<file path="src/rtl/slot_reloc_seq.sv">
module slot_reloc_seq #(
  parameter int NSLOT = 8,
  parameter int TMO_W = 16,
  localparam int SW = (NSLOT > 1) ? $clog2(NSLOT) : 1
) (
  input  logic             clk,
  input  logic             rst_n,
  input  logic             cmd_valid,
  input  logic             cmd_move,
  input  logic [SW-1:0]    cmd_src,
  input  logic [SW-1:0]    cmd_dst,
  input  logic [NSLOT-1:0] cmd_deps,
  input  logic [TMO_W-1:0] cmd_timeout,
  output logic             busy,
  output logic             cmd_reject,
  output logic [NSLOT-1:0] stall,
  output logic             sw_req,
  output logic             sw_op,
  output logic             sw_leg,
  output logic [SW-1:0]    sw_slot,
  input  logic             sw_ack,
  output logic             cfg_req,
  output logic [SW-1:0]    cfg_slot,
  input  logic             cfg_done,
  output logic             start,
  output logic [SW-1:0]    start_slot,
  output logic [NSLOT-1:0] resync,
  output logic             err
);

  typedef enum logic [2:0] {
    S_IDLE, S_DISC_DN, S_DISC_UP, S_CFG, S_CONN_UP, S_CONN_DN, S_START, S_ERR
  } st_t;

  st_t              st;
  logic             move_q;
  logic [SW-1:0]    src_q, dst_q;
  logic [NSLOT-1:0] deps_q, stall_q;
  logic [TMO_W-1:0] tmo_q, cnt;
  logic             rej_q;
  logic             tmo_hit;

  assign tmo_hit = (tmo_q != '0) && (cnt == tmo_q - TMO_W'(1));

  always_ff @(posedge clk or negedge rst_n) begin
    if (!rst_n) begin
      st      <= S_IDLE;
      move_q  <= 1'b0;
      src_q   <= '0;
      dst_q   <= '0;
      deps_q  <= '0;
      tmo_q   <= '0;
      cnt     <= '0;
      stall_q <= '0;
      rej_q   <= 1'b0;
    end else begin
      rej_q <= cmd_valid && busy;
      case (st)
        S_IDLE: if (cmd_valid) begin
          move_q <= cmd_move;
          src_q  <= cmd_src;
          dst_q  <= cmd_dst;
          deps_q <= cmd_deps;
          tmo_q  <= cmd_timeout;
          cnt    <= '0;
          if (cmd_move) begin
            stall_q <= cmd_deps;
            st      <= S_DISC_DN;
          end else begin
            st      <= S_CFG;
          end
        end
        S_DISC_DN: if (sw_ack) st <= S_DISC_UP;
        S_DISC_UP: if (sw_ack) st <= S_CFG;
        S_CFG: begin
          if (cfg_done) begin
            if (!move_q) stall_q <= deps_q;
            st <= S_CONN_UP;
          end else if (tmo_hit) begin
            st <= S_ERR;
          end else begin
            cnt <= cnt + TMO_W'(1);
          end
        end
        S_CONN_UP: if (sw_ack) st <= S_CONN_DN;
        S_CONN_DN: if (sw_ack) st <= S_START;
        S_START: begin
          stall_q <= '0;
          st      <= S_IDLE;
        end
        default: ;
      endcase
    end
  end

  assign busy       = (st != S_IDLE);
  assign cmd_reject = rej_q;
  assign stall      = stall_q;
  assign sw_req     = (st == S_DISC_DN) || (st == S_DISC_UP) ||
                      (st == S_CONN_UP) || (st == S_CONN_DN);
  assign sw_op      = (st == S_CONN_UP) || (st == S_CONN_DN);
  assign sw_leg     = (st == S_DISC_DN) || (st == S_CONN_DN);
  assign sw_slot    = ((st == S_DISC_DN) || (st == S_DISC_UP)) ? src_q : dst_q;
  assign cfg_req    = (st == S_CFG);
  assign cfg_slot   = dst_q;
  assign start      = (st == S_START);
  assign start_slot = dst_q;
  assign resync     = start ? deps_q : '0;
  assign err        = (st == S_ERR);

endmodule

</file>
<file path="config.mk">
export PLATFORM = sky130hd
export DESIGN_NAME = slot_reloc_seq
export DESIGN_NICKNAME = d
export VERILOG_FILES = /design/src/rtl/slot_reloc_seq.sv
export SDC_FILE = /design/constraint.sdc
export NUM_CORES = 1
export LEC_CHECK = 0
export ABC_CLOCK_PERIOD_IN_PS = 5570
export BUFFER_PORTS_ARGS = -buffer_cell sky130_fd_sc_hd__buf_2
export CAP_MARGIN = 0
export CORE_UTILIZATION = 45
export DETAILED_ROUTE_END_ITERATION = 16
export PLACE_DENSITY = 0.71
export RECOVER_POWER = 25
export SETUP_SLACK_MARGIN = 0.02
export SYNTH_ARGS = -nofsm -noshare
export SYNTH_HDL_FRONTEND = slang
export SYNTH_SLANG_ARGS = --single-unit
export TNS_END_PERCENT = 50
</file>
<file path="constraint.sdc">
create_clock -name clk -period 5.57 [get_ports clk]
set_clock_uncertainty 0.2 [all_clocks]
set_input_delay 1.114 -clock clk [delete_from_list [all_inputs] [get_ports clk]]
set_output_delay 1.114 -clock clk [all_outputs]
set_load 0.01 [all_outputs]
</file>
# == Yosys cells after proc, flatten, opt, wreduce, memory -nomap -nowiden ==
# Cells that the tools add are included.
# classes
reduce_logical,17
shift,0
n_lt_le_gt_ge,0
n_mul,0
div,0
n_bitwise,0
n_eq_ne,19
n_mux,20
addsub,2
# ops
operator,n
16-bit 2-to-1 mux,3
8-bit 2-to-1 mux,5
16-bit case mux with 2 select lines,1
3-bit 2-to-1 mux,8
8-bit case mux with 3 select lines,1
3-bit case mux with 7 select lines,1
2-bit inequality test (second input constant),9
16-bit by 1-bit adder with 16-bit output (second input constant),1
16-bit equality test,1
16-bit nonzero test,1
16-bit by 1-bit subtractor with 16-bit output (second input constant),1
3-bit equality test (second input constant),4
7-bit AND reduction,1
7-bit nonzero test,1
3-bit by 2-bit equality test with 1-bit output (second input constant),2
3-bit nonzero test,2
1-bit logical OR,5
5-bit AND reduction,1
4-bit AND reduction,1
3-bit by 1-bit equality test with 1-bit output (second input constant),1
3-bit logical NOT,1
3-bit by 1-bit inequality test with 1-bit output (second input constant),1
1-bit logical AND,2
2-bit 2-to-1 mux,1
3 further kinds,3
# word_totals
ramBits,0
rom_bits,0
input_bits,36
latchBits,0
mem_count,0
wordCells,67
ff_bits,59
out_inout_bits,33

# == Longest topological paths before layout ==
# Gate-level depths: netlist of run 1.
# depth
word_depth,6
ltp_mapped,11
depth_no_buf,9

# == Least setup slack after synthesis of run 1 ==
# Ideal clock, no wire load.
# synth_path
path_type,reg-to-reg
start,register tmo_q[0]
end,register cnt[13]
setup_ps,78
setup_slack_ps,2479
n_path_buf,0
required_ps,5292
arrival_ps,2813
period_less_slack_ps,3091
stages_incl_launch_ff,10
path_cell_list,dfrtp_1 inv_1 ha_1 or3b_2 or4_4 xnor2_2 o2111a_2 and4b_4 or4_1 a21oi_1
# synth_between
elab_chain_len,5
elab_cells_between_ends,6
classes_between,add/sub: 1; eq/ne: 2; reduce/logical: 3
# synth_lines
item,line,text
"start, declared",39,"logic [TMO_W-1:0] tmo_q, cnt;"
"start signal, assigned",64,tmo_q <= cmd_timeout;
16-bit by 1-bit subtractor with 16-bit output,43,assign tmo_hit = (tmo_q != '0) && (cnt == tmo_q - TMO_W'(1));
16-bit equality test,43,
1-bit logical AND (*),43,
2-bit inequality test (no line) (*),n/a,
4-bit AND reduction (no line) (*),n/a,
"end signal, assigned",82,cnt <= cnt + TMO_W'(1);
"end, declared",39,
# Every way passes the cells marked *; elsewhere a longest branch is shown, timed or not.
# A chain may end at the register's enable or synchronous reset.

# == Final worst setup path of run 1 ==
# layout_path
start,register tmo_q[0]
end,register cnt[9]
# Same word-level chain as after synthesis.

==> impl_metrics.tcl, run 1 <==
set metrics [dict create \
    utilization_pct 54.5 \
    vias_per_cell 5.34 \
    die_w_um 89.6 \
    ys_types 56 \
    min-delay-path-class "reg -> reg" \
    critical_path.max_fanout 23 \
    synth_area_per_cell_um2 8.71 \
    grt_usage_pct 21.1 \
    drv_slew 0 \
    cts_hold_buf 0 \
    yosysTopAreaCellShare_pct 42.8 \
    yosys.area.top_type "dfrtp_1" \
    cts_buffer_depth 2 \
    synth_edf_count 0 \
    grt_max_degree 60 \
    grt_pass1_vias 2769 \
    die_h_um 89.6 \
    clkLatencyLatePin_ns 0.35 \
    io_buffers 68 \
    cts-htree-levels 3 \
    yosysWarnings 0 \
    slowest_stage "or4_1" \
    dieArea_mm2 0.00802 \
    critPathKind "reg -> reg" \
    syn-cell-area_mm2 0.00345 \
    antenna_left 0 \
    cts_setup_buffers 0 \
    cts_tree "built" \
    async_reset_ff_share_pct 100 \
    overflow 0 \
    synth_ff_type "dfrtp_1" \
    syn_inst 396 \
    hpwl_um 5430 \
    first_pass_iters 4 \
    end_kind "register" \
    area_growth_pct 15.7 \
    max_stage_delay_ns 0.52 \
    synthTopCellsByArea "dfrtp_1, nand2_1, xnor2_1, o21ai_0, a21oi_1" \
    timing.final.crit_share_pct 61.5 \
    crit_arrival_ns 3.49 \
    synth_seq_cells 59 \
    leakage_uw 0.00191 \
    rows 31 \
    cap_violations 0 \
    cts_buffers 9 \
    post-route-drc-count 0 \
    wl_um 7810 \
    whs_ns 0.272 \
    cts.clk_slew.worst_paths_ns 0.07 \
    crit_required_ns 5.64 \
    ys_seq_area_share_pct 42.8 \
    p_total_uw 2020 \
    core_region_area_mm2 0.00733 \
    fmax_mhz 292 \
    design_area_mm2 0.00399 \
    io_pins 69 \
    fin_nets 493 \
    antenna_found_initial 0 \
    dpl_cell_area_mm2 0.00379 \
    worstPathCellList "inv_1 -> ha_1 -> or3b_2 -> or4_4 -> xnor2_2 -> o2111a_2 -> and4b_4 -> or4_1 -> a21oi_1" \
    relSlewSlack_pct 49.7 \
    setup_tns_ns 0 \
    cts.sink_count 59 \
    diodes 0 \
    initial_core_util_pct 47.1 \
    drive_above_1_share_pct 22.7 \
    avgRoutedWirePerCell_um 14.0 \
    tightest_slew_ns 0.754 \
    final-setup-viol-count 0 \
    root_buffer "clkbuf_8" \
    num_vias 2977 \
    synth_nets 435 \
    hold_viol 0 \
    cts.repair.resized 0 \
    p_per_area_mw_per_mm2 506 \
    grt_setup_unrepaired "false" \
    finalWeightedCongestion 0.897 \
    post-route-min-period_ns 3.43 \
    drtIter0Drc 186 \
    startpoint_type "register" \
    outcome "finished, final reports clean" \
    peakVddDrop_mv 0.283 \
    grt_pass1_wl_um 12700 \
]
==> power breakdown <==
part,internal (uW),switching (uW)
sequential,584,204
clock,208,187
combinational,377,462
total,1170,853
==> path summary, 6_finish.rpt <==
kind,cells past startpoint,from,to,slack (ns)
min,2,stall[6]$_DFFE_PN0P_,stall[6]$_DFFE_PN0P_,0.27
min in group asynchronous,2,rst_n,cnt[9]$_DFFE_PN0P_,0.70
max reg2reg,9,tmo_q[0]$_DFFE_PN0P_,cnt[9]$_DFFE_PN0P_,2.14
min reg2reg,2,stall[6]$_DFFE_PN0P_,stall[6]$_DFFE_PN0P_,0.27
max,9,tmo_q[0]$_DFFE_PN0P_,cnt[9]$_DFFE_PN0P_,2.14
max in group asynchronous,2,rst_n,st[0]$_DFFE_PN0P_,3.96
==> synthesized netlist by cell type (3+ instances only) <==
cell / instances
nand2_1: 110
dfrtp_1: 59
o21ai_0: 20
xnor2_1: 17
clkbuf_1: 14
a21oi_1: 13
and2_1: 10
nor2_1: 9
a22oi_1: 8
and3_1: 8
inv_1: 8
nand3_1: 8
nor2b_1: 8
nor3_1: 8
nand4_1: 6
o211ai_1: 6
o31ai_1: 6
buf_4: 5
or3_1: 5
xor2_1: 5
a31oi_1: 4
nand2b_1: 4
and4_1: 3
buf_6: 3
ha_1: 3
mux2_2: 3
mux2i_1: 3
nor4_2: 3
or4_1: 3
or4_4: 3
==> cell usage in the layout (no fill, tap or decap), types with 5 or more instances in the layout <==
cell type / synthesis / routed
xnor2_1: 17 / 17
clkbuf_8: 0 / 9
or3_1: 5 / 5
nand2_1: 110 / 110
a22oi_1: 8 / 8
o211ai_1: 6 / 6
dfrtp_1: 59 / 59
nor2_1: 9 / 9
nand4_1: 6 / 6
buf_2: 2 / 68
o31ai_1: 6 / 6
xor2_1: 5 / 5
and3_1: 8 / 8
nand3_1: 8 / 8
nor3_1: 8 / 8
inv_1: 8 / 8
nor2b_1: 8 / 8
a21oi_1: 13 / 13
o21ai_0: 20 / 20
and2_1: 10 / 10
==> through the flow <==
stage	std cells	worst slack, ns
CTS	558	2.16
finish	558	2.14
global placement	542	2.32
detailed placement	542	2.17
floorplan	396	2.48
global route	558	2.02
==> per-layer routing <==
| metal | track usage, % | up-vias | part of all wire, % |
|---|---|---|---|
| met4 | 6.64 | 0 | 1.0 |
| met3 | 7.50 | 6 | 5.3 |
| met2 | 34.7 | 83 | 48 |
| met5 | 0 | - | 0 |
| li1 | - | 1485 | - |
| met1 | 25.9 | 1403 | 45 |
==> registers in the layout, summed over array words and instances (netlist names) <==
signal / flops
cfg_slot: 3
st: 3
move_q: 1
deps_q: 8
stall: 8
cnt: 16
tmo_q: 16
src_q: 3
cmd_reject: 1
==> critical path: cells and delay by family (launching register included) <==
kind	cells	cell delay [ns]
buffers and inverters	1	0.14
and+or+nand+nor	4	1.83
xor gates and xnor gates	1	0.14
AOI/OAI and AO/OA	2	0.34
adders and majority gates	1	0.25
DFF	1	0.44
==> kinds of logic (layout without fill, tap and decap cells) <==
| family | after synthesis | in the layout | share of synthesized area [%] |
|---|---|---|---|
| mux | 6 | 6 | 1.85 |
| buf+inv | 33 | 96 | 5.33 |
| fa+ha+maj | 3 | 3 | 1.09 |
| compound gates | 71 | 71 | 13.5 |
| flops | 59 | 59 | 42.8 |
| xor+xnor | 23 | 23 | 6.06 |
| simple gates | 201 | 201 | 29.4 |
==> layout make-up <==
| type | instances | area, um2 |
|---|---|---|
| Sequential cell | 59 | 1480 |
| Multi-Input combinational cell | 304 | 1790 |
| Tap cell | 99 | 124 |
| Clock inverter | 7 | 77.6 |
| Clock buffer | 9 | 124 |
| Timing Repair Buffer | 72 | 370 |
| Inverter | 8 | 30.0 |
| Fill cell | 709 | 3340 |
No activity file was read; power rests on OpenSTA's default activity.
==> run 2: changes to the inputs <==
--- a/config.mk
+++ b/config.mk
@@ -5,12 +5,12 @@
 export SDC_FILE = /design/constraint.sdc
 export NUM_CORES = 1
 export LEC_CHECK = 0
-export ABC_CLOCK_PERIOD_IN_PS = 5570
+export ABC_CLOCK_PERIOD_IN_PS = 2800
 export BUFFER_PORTS_ARGS = -buffer_cell sky130_fd_sc_hd__buf_2
 export CAP_MARGIN = 0
 export CORE_UTILIZATION = 45
 export DETAILED_ROUTE_END_ITERATION = 16
-export PLACE_DENSITY = 0.71
+export PLACE_DENSITY = 0.74
 export RECOVER_POWER = 25
 export SETUP_SLACK_MARGIN = 0.02
 export SYNTH_ARGS = -nofsm -noshare
==> constraint.sdc (replaced) <==
create_clock -name clk -period 2.8 [get_ports clk]
set_clock_uncertainty 0.2 [all_clocks]
set_input_delay 0.56 -clock clk [delete_from_list [all_inputs] [get_ports clk]]
set_output_delay 0.56 -clock clk [all_outputs]
set_load 0.01 [all_outputs]
==> run 2 against run 1 <==
Effect of this change: the flow now finishes with violations (setup timing); flip-flop and latch count did not move; total power up 110%; maximum frequency grew 21%.
==> impl_metrics.tcl, run 2 (same netlist as run 1, synthesis figures left out) <==
set metrics [dict create \
    io_pins 69 \
    crit_family "simple AND/OR/NAND/NOR gates" \
    slowest_stage "or4_4" \
    clkLatencyLatePin_ns 0.35 \
    max_stage_delay_ns 0.44 \
    min-delay-path-class "in -> reg" \
    fmax_mhz 354 \
    multi_input_area_mm2 0.00188 \
    reg.largest.list "cnt: 16 flops, tmo_q: 16 flops" \
    area_growth_pct 25.6 \
    crit_arrival_ns 2.90 \
    reg2reg_slack_ns -0.02 \
    p_total_uw 4310 \
    grt_pass1_vias 3040 \
    cts_buffers 9 \
    ff_latch_area_mm2 0.00148 \
    fillers 666 \
    cts_buffer_depth 2 \
    relSlewSlack_pct 11.8 \
    tightest_slew_ns 1.32 \
    diodes 0 \
    cts_tree "built" \
    die_h_um 89.6 \
    grt_pass1_wl_um 14100 \
    critical_path.max_fanout 5 \
    worstPathCellList "inv_2 -> ha_4 -> or3b_4 -> or4_4 -> xnor2_2 -> o2111a_2 -> and4b_4 -> buf_6 -> or3_4 -> a21oi_2" \
    cts.clk_slew.worst_paths_ns 0.08 \
    p_per_area_mw_per_mm2 994 \
    cts-htree-levels 3 \
    grt_usage_pct 23.2 \
    leakage_uw 0.00210 \
    end_kind "register" \
    cts_hold_buf 0 \
    hold_path_depth 3 \
    worstPathBufferInverterCount 2 \
    most-common-layout-cells "nand2_1, buf_2, dfrtp_1" \
    post-route-drc-count 0 \
    wl_um 8530 \
    whs_ns 0.198 \
    startpoint_type "register" \
    root_buffer "clkbuf_8" \
    rows 31 \
    drive_above_1_share_pct 31.6 \
    worst-path-stages 10 \
    first_pass_iters 4 \
    core_region_area_mm2 0.00733 \
    hold_viol 0 \
    final_common_cell "nand2_1" \
    final-setup-viol-count 8 \
    dieArea_mm2 0.00802 \
    grt_max_degree 36 \
    peakVddDrop_mv 0.595 \
    timing.final.crit_share_pct 101 \
    avgRoutedWirePerCell_um 14.3 \
    fin_nets 531 \
    cts.sink_count 59 \
    antenna_found_initial 0 \
    drtIter0Drc 158 \
    cap_violations 0 \
    critPathKind "reg -> reg" \
    post-route-min-period_ns 2.82 \
    grt_setup_unrepaired "true" \
    die_w_um 89.6 \
    crit_required_ns 2.87 \
    finalNonFillerCells 596 \
    antenna_left 0 \
    dpl_cell_area_mm2 0.00406 \
    num_vias 3163 \
    initial_core_util_pct 47.1 \
    reg2reg_depth 10 \
    violations "setup timing" \
    outcome "finished with violations" \
    vias_per_cell 5.31 \
    hpwl_um 5980 \
    setup_slack_ns -0.0228 \
    io_buffers 68 \
    overflow 0 \
    finalWeightedCongestion 0.847 \
    drv_slew 0 \
    post-place-cells 573 \
    design_area_mm2 0.00434 \
]
-- run 2: final timing paths --
path,startpoint,to
min in group asynchronous,rst_n,cnt[8]$_DFFE_PN0P_
max in group asynchronous,rst_n,tmo_q[6]$_DFFE_PN0P_
min,cmd_dst[1],cfg_slot[1]$_DFFE_PN0P_
max reg2reg,tmo_q[0]$_DFFE_PN0P_,cnt[14]$_DFFE_PN0P_
min reg2reg,src_q[0]$_DFFE_PN0P_,src_q[0]$_DFFE_PN0P_
max,tmo_q[0]$_DFFE_PN0P_,cnt[14]$_DFFE_PN0P_
-- run 2: per-stage QoR --
stage          setup WS [ns]  util, %  TNS, ns
2_1_floorplan        -0.0767        -   -0.166
3_3_place_gp         -0.0144     55.4  -0.0328
3_5_place_dp         -0.0770     55.4   -0.286
4_1_cts              -0.0701     58.6   -0.518
5_1_grt               -0.122     59.1   -0.910
6_report             -0.0228     59.1  -0.0881
-- run 2: repair_timing --
item                                    CTS  global route
endpoints found under the setup margin    9            17
buffers inserted                          5             1
pin swaps                                10             6
gates resized for setup                   5            12
cloned                                    1             0
hold endpoints to repair                  0             0
-- run 2: per-layer routing --
layer	routed length [um]	GRT usage (%)
met5	0	0
met4	150	8.08
met3	553	8.14
met2	4200	38.6
met1	3630	27.9
-- run 2: report_power, final --
group	switching [uW]	internal, uW	leakage (uW)
combinational	1130	1020	0.00127
clock	366	320	0.0000787
sequential	318	1160	0.000755
total	1810	2500	0.00210
-- run 2: cell type report --
| type | count | area share, % |
|---|---|---|
| Multi-Input combinational cell | 305 | 43.5 |
| Tap cell | 99 | 2.86 |
| Inverter | 8 | 0.693 |
| Sequential cell | 59 | 34.1 |
| Clock buffer | 10 | 2.94 |
| Timing Repair Buffer | 109 | 15.0 |
| Clock inverter | 6 | 0.952 |
-- run 2: worst register-to-register path, cell delays in order, from the launching register on --
cell and delay [ns]:
dfrtp_1 0.40, inv_2 0.08, ha_4 0.13, or3b_4 0.38
or4_4 0.44, xnor2_2 0.14, o2111a_2 0.15, and4b_4 0.24
buf_6 0.13, or3_4 0.32, a21oi_2 0.14
==> run 3: changes to the inputs <==
--- a/config.mk
+++ b/config.mk
@@ -5,12 +5,14 @@
 export SDC_FILE = /design/constraint.sdc
 export NUM_CORES = 1
 export LEC_CHECK = 0
+export ABC_AREA = 1
 export ABC_CLOCK_PERIOD_IN_PS = 2800
 export BUFFER_PORTS_ARGS = -buffer_cell sky130_fd_sc_hd__buf_2
 export CAP_MARGIN = 0
 export CORE_UTILIZATION = 45
+export CTS_BUF_LIST = sky130_fd_sc_hd__clkbuf_2 sky130_fd_sc_hd__clkbuf_4 sky130_fd_sc_hd__clkbuf_8
 export DETAILED_ROUTE_END_ITERATION = 16
-export PLACE_DENSITY = 0.74
+export PLACE_DENSITY = 0.73
 export RECOVER_POWER = 25
 export SETUP_SLACK_MARGIN = 0.02
 export SYNTH_ARGS = -nofsm -noshare
==> run 3 against run 2 <==
Effect of this change: the flow finishes with violations (capacitance limit, slew limit); die area is 7.4% higher; clock power is 14% higher; total power is 1.8% lower; sequential share of layout area is 0.38 points higher; largest power group unchanged; register-to-register slack better by 0.43 ns; cell count is 16% higher; wire length is 4.0% higher; worst hold slack better by 0.027 ns; synthesized cell count is 32% higher.
==> impl_metrics.tcl, run 3 <==
set metrics [dict create \
    drive_above_1_share_pct 20.4 \
    hold_start "cmd_dst[0]" \
    ys_seq_area_share_pct 39.8 \
    worstPathBufferInverterCount 2 \
    vias_per_cell 4.97 \
    yosysTopAreaCellShare_pct 39.8 \
    synth_nets 562 \
    finalNonFillerCells 694 \
    cts_tree "built" \
    utilization_pct 54.6 \
    fillers 762 \
    die_w_um 92.8 \
    cts-htree-levels 3 \
    num_vias 3451 \
    async_reset_ff_share_pct 100 \
    design_area_mm2 0.00429 \
    synth_ff_type "dfrtp_1" \
    die_h_um 92.8 \
    relSlewSlack_pct -30.5 \
    diodes 0 \
    cts_setup_buffers 0 \
    synth_common_cells "nand2_1, nor2_1, dfrtp_1" \
    worstPathCellList "nor2_1 -> inv_2 -> nand3_1 -> o21ai_0 -> buf_2" \
    synth_seq_cells 59 \
    grt.met1_usage_pct 27.4 \
    io_pins 69 \
    clkLatencyLatePin_ns 0.34 \
    busiest_layer "met2" \
    finalWeightedCongestion 0.869 \
    wl_um 8870 \
    critical_path.max_fanout 9 \
    cts.sink_count 59 \
    grt_pass1_vias 3303 \
    crit_arrival_ns 1.77 \
    p_per_area_mw_per_mm2 987 \
    grt_setup_unrepaired "false" \
    yosysMostFrequentCell "nand2_1" \
    violations "capacitance limit, slew limit" \
    synth_edf_count 0 \
    end_kind "output pin" \
    grt_pass1_wl_um 15200 \
    avgRoutedWirePerCell_um 12.8 \
    tightest_slew_ns 1.96 \
    post-place-cells 678 \
    rows 32 \
    fmax_mhz 395 \
    final_common_cell "nand2_1" \
    cts_hold_buf 0 \
    cap_violations 1 \
    hpwl_um 6480 \
    area_growth_pct 15.5 \
    reg.largest.list "cnt: 16 flops, tmo_q: 16 flops" \
    outcome "finished with violations" \
    grt_usage_pct 22.5 \
    place_ws_ns 0.420 \
    overflow 0 \
    final-setup-viol-count 0 \
    root_buffer "clkbuf_8" \
    dpl_cell_area_mm2 0.00410 \
    max_stage_delay_ns 0.45 \
    drtIter0Drc 126 \
    cts.clk_slew.worst_paths_ns 0.07 \
    peakVddDrop_mv 0.614 \
    synth_area_per_cell_um2 7.10 \
    yosysWarnings 0 \
    post-route-min-period_ns 2.53 \
    met3_usage_pct 6.32 \
    hold_path_depth 3 \
    antenna_found_initial 0 \
    fin_nets 626 \
    drv_slew 36 \
    io_buffers 68 \
    setup_slack_ns 0.269 \
    dieArea_mm2 0.00861 \
    grt_util_met2_pct 38.1 \
    r2r-start "tmo_q[0]$_DFFE_PN0P_" \
    critPathKind "reg -> out" \
    most-common-layout-cells "nand2_1, nor2_1, buf_2" \
    crit_required_ns 2.04 \
    syn-cell-area_mm2 0.00371 \
    post-route-drc-count 0 \
    initial_core_util_pct 47.3 \
    ys_types 32 \
    crit_family "flip-flops" \
    synthTopCellsByArea "dfrtp_1, nand2_1, nor2_1, nand3_1, inv_1" \
    timing.final.crit_share_pct 90.4 \
    setup_tns_ns 0 \
    first_pass_iters 4 \
    hold_viol 0 \
    reg2reg_depth 13 \
    syn_inst 523 \
    cts_buffers 9 \
    cts.repair.resized 0 \
    yosys.area.top_type "dfrtp_1" \
    slowest_stage "dfrtp_1" \
    startpoint_type "register" \
    r2r_end "cnt[8]$_DFFE_PN0P_" \
    cts_buffer_depth 2 \
    reg2reg_slack_ns 0.41 \
    min-delay-path-class "in -> reg" \
    antenna_left 0 \
    core_region_area_mm2 0.00785 \
    grt_max_degree 49 \
    holdPathEnd "cfg_slot[0]$_DFFE_PN0P_" \
    leakage_uw 0.00224 \
]
-- run 3: cell types whose count changed after synthesis, sizes merged, moves of 7 or more --
cell	delta
a21oi	-12
a22oi	-8
xor2	+9
nand2	+70
nand3	+30
inv	+47
and2	-10
and3	-8
nor2	+75
clkbuf	-7
nor2b	-8
o21ai	+14
xnor2	-13
-- run 3: how the worst max path moves through the flow --
stage,startpoint,end,slack [ns],depth (start not counted)
floorplan,tmo_q[0]$_DFFE_PN0P_,cnt[6]$_DFFE_PN0P_,0.74,17
global placement,tmo_q[0]$_DFFE_PN0P_,cnt[5]$_DFFE_PN0P_,0.47,16
detailed placement,tmo_q[0]$_DFFE_PN0P_,cnt[6]$_DFFE_PN0P_,0.42,16
CTS,st[0]$_DFFE_PN0P_,sw_slot[1],0.24,4
global route,st[0]$_DFFE_PN0P_,sw_slot[1],0.11,5
finish,st[0]$_DFFE_PN0P_,sw_slot[1],0.27,5
-- run 3: where the power goes --
part | switching (uW) | total (uW) | leakage [uW] | internal, uW
sequential | 279 | 1440 | 0.000751 | 1170
combinational | 1280 | 2010 | 0.00139 | 723
clock | 341 | 782 | 0.000103 | 440
total | 1900 | 4230 | 0.00224 | 2330
-- run 3: cell type report --
type	count	area, um2	share of cell area, %
clock buffer	11	145	3.38
multi-input combinational	390	1910	44.6
sequential	59	1480	34.4
clock inverter	5	52.6	1.23
inverter	55	206	4.81
tap	102	128	2.98
timing repair buffer	72	367	8.55
-- run 3: kinds of logic (layout without fill, tap and decap cells) --
logic type | Yosys count | after routing | synth area share (%)
AND/OR/NAND/NOR | 318 | 318 | 37.1
flip-flops | 59 | 59 | 39.8
XOR/XNOR | 20 | 20 | 5.09
AO/OA/AOI/OAI | 41 | 41 | 5.97
adder cells (fa/ha/maj) | 3 | 3 | 1.01
multiplexers | 8 | 8 | 2.43
buffers and inverters | 74 | 143 | 8.60
-- run 3: per-stage QoR --
step | total power [uW] | hold slack (ns)
finish | 4230 | 0.224
global placement | 3400 | 0.269
detailed placement | 3470 | 0.279
global route | 4610 | 0.212
floorplan | 2910 | 0.0644
CTS | 4280 | 0.132
-- run 3: per-layer routing --
metal | routed length, um | vias up
met4 | 131 | 0
li1 | - | 1753
met3 | 589 | 13
met5 | 0 | -
met2 | 4230 | 109
met1 | 3930 | 1576
-- run 3: tightest hold or removal path, delay by kind of cell --
| family | cells | cell delay, ns |
|---|---|---|
| buf+inv | 1 | 0.07 |
| simple gates | 2 | 0.09 |
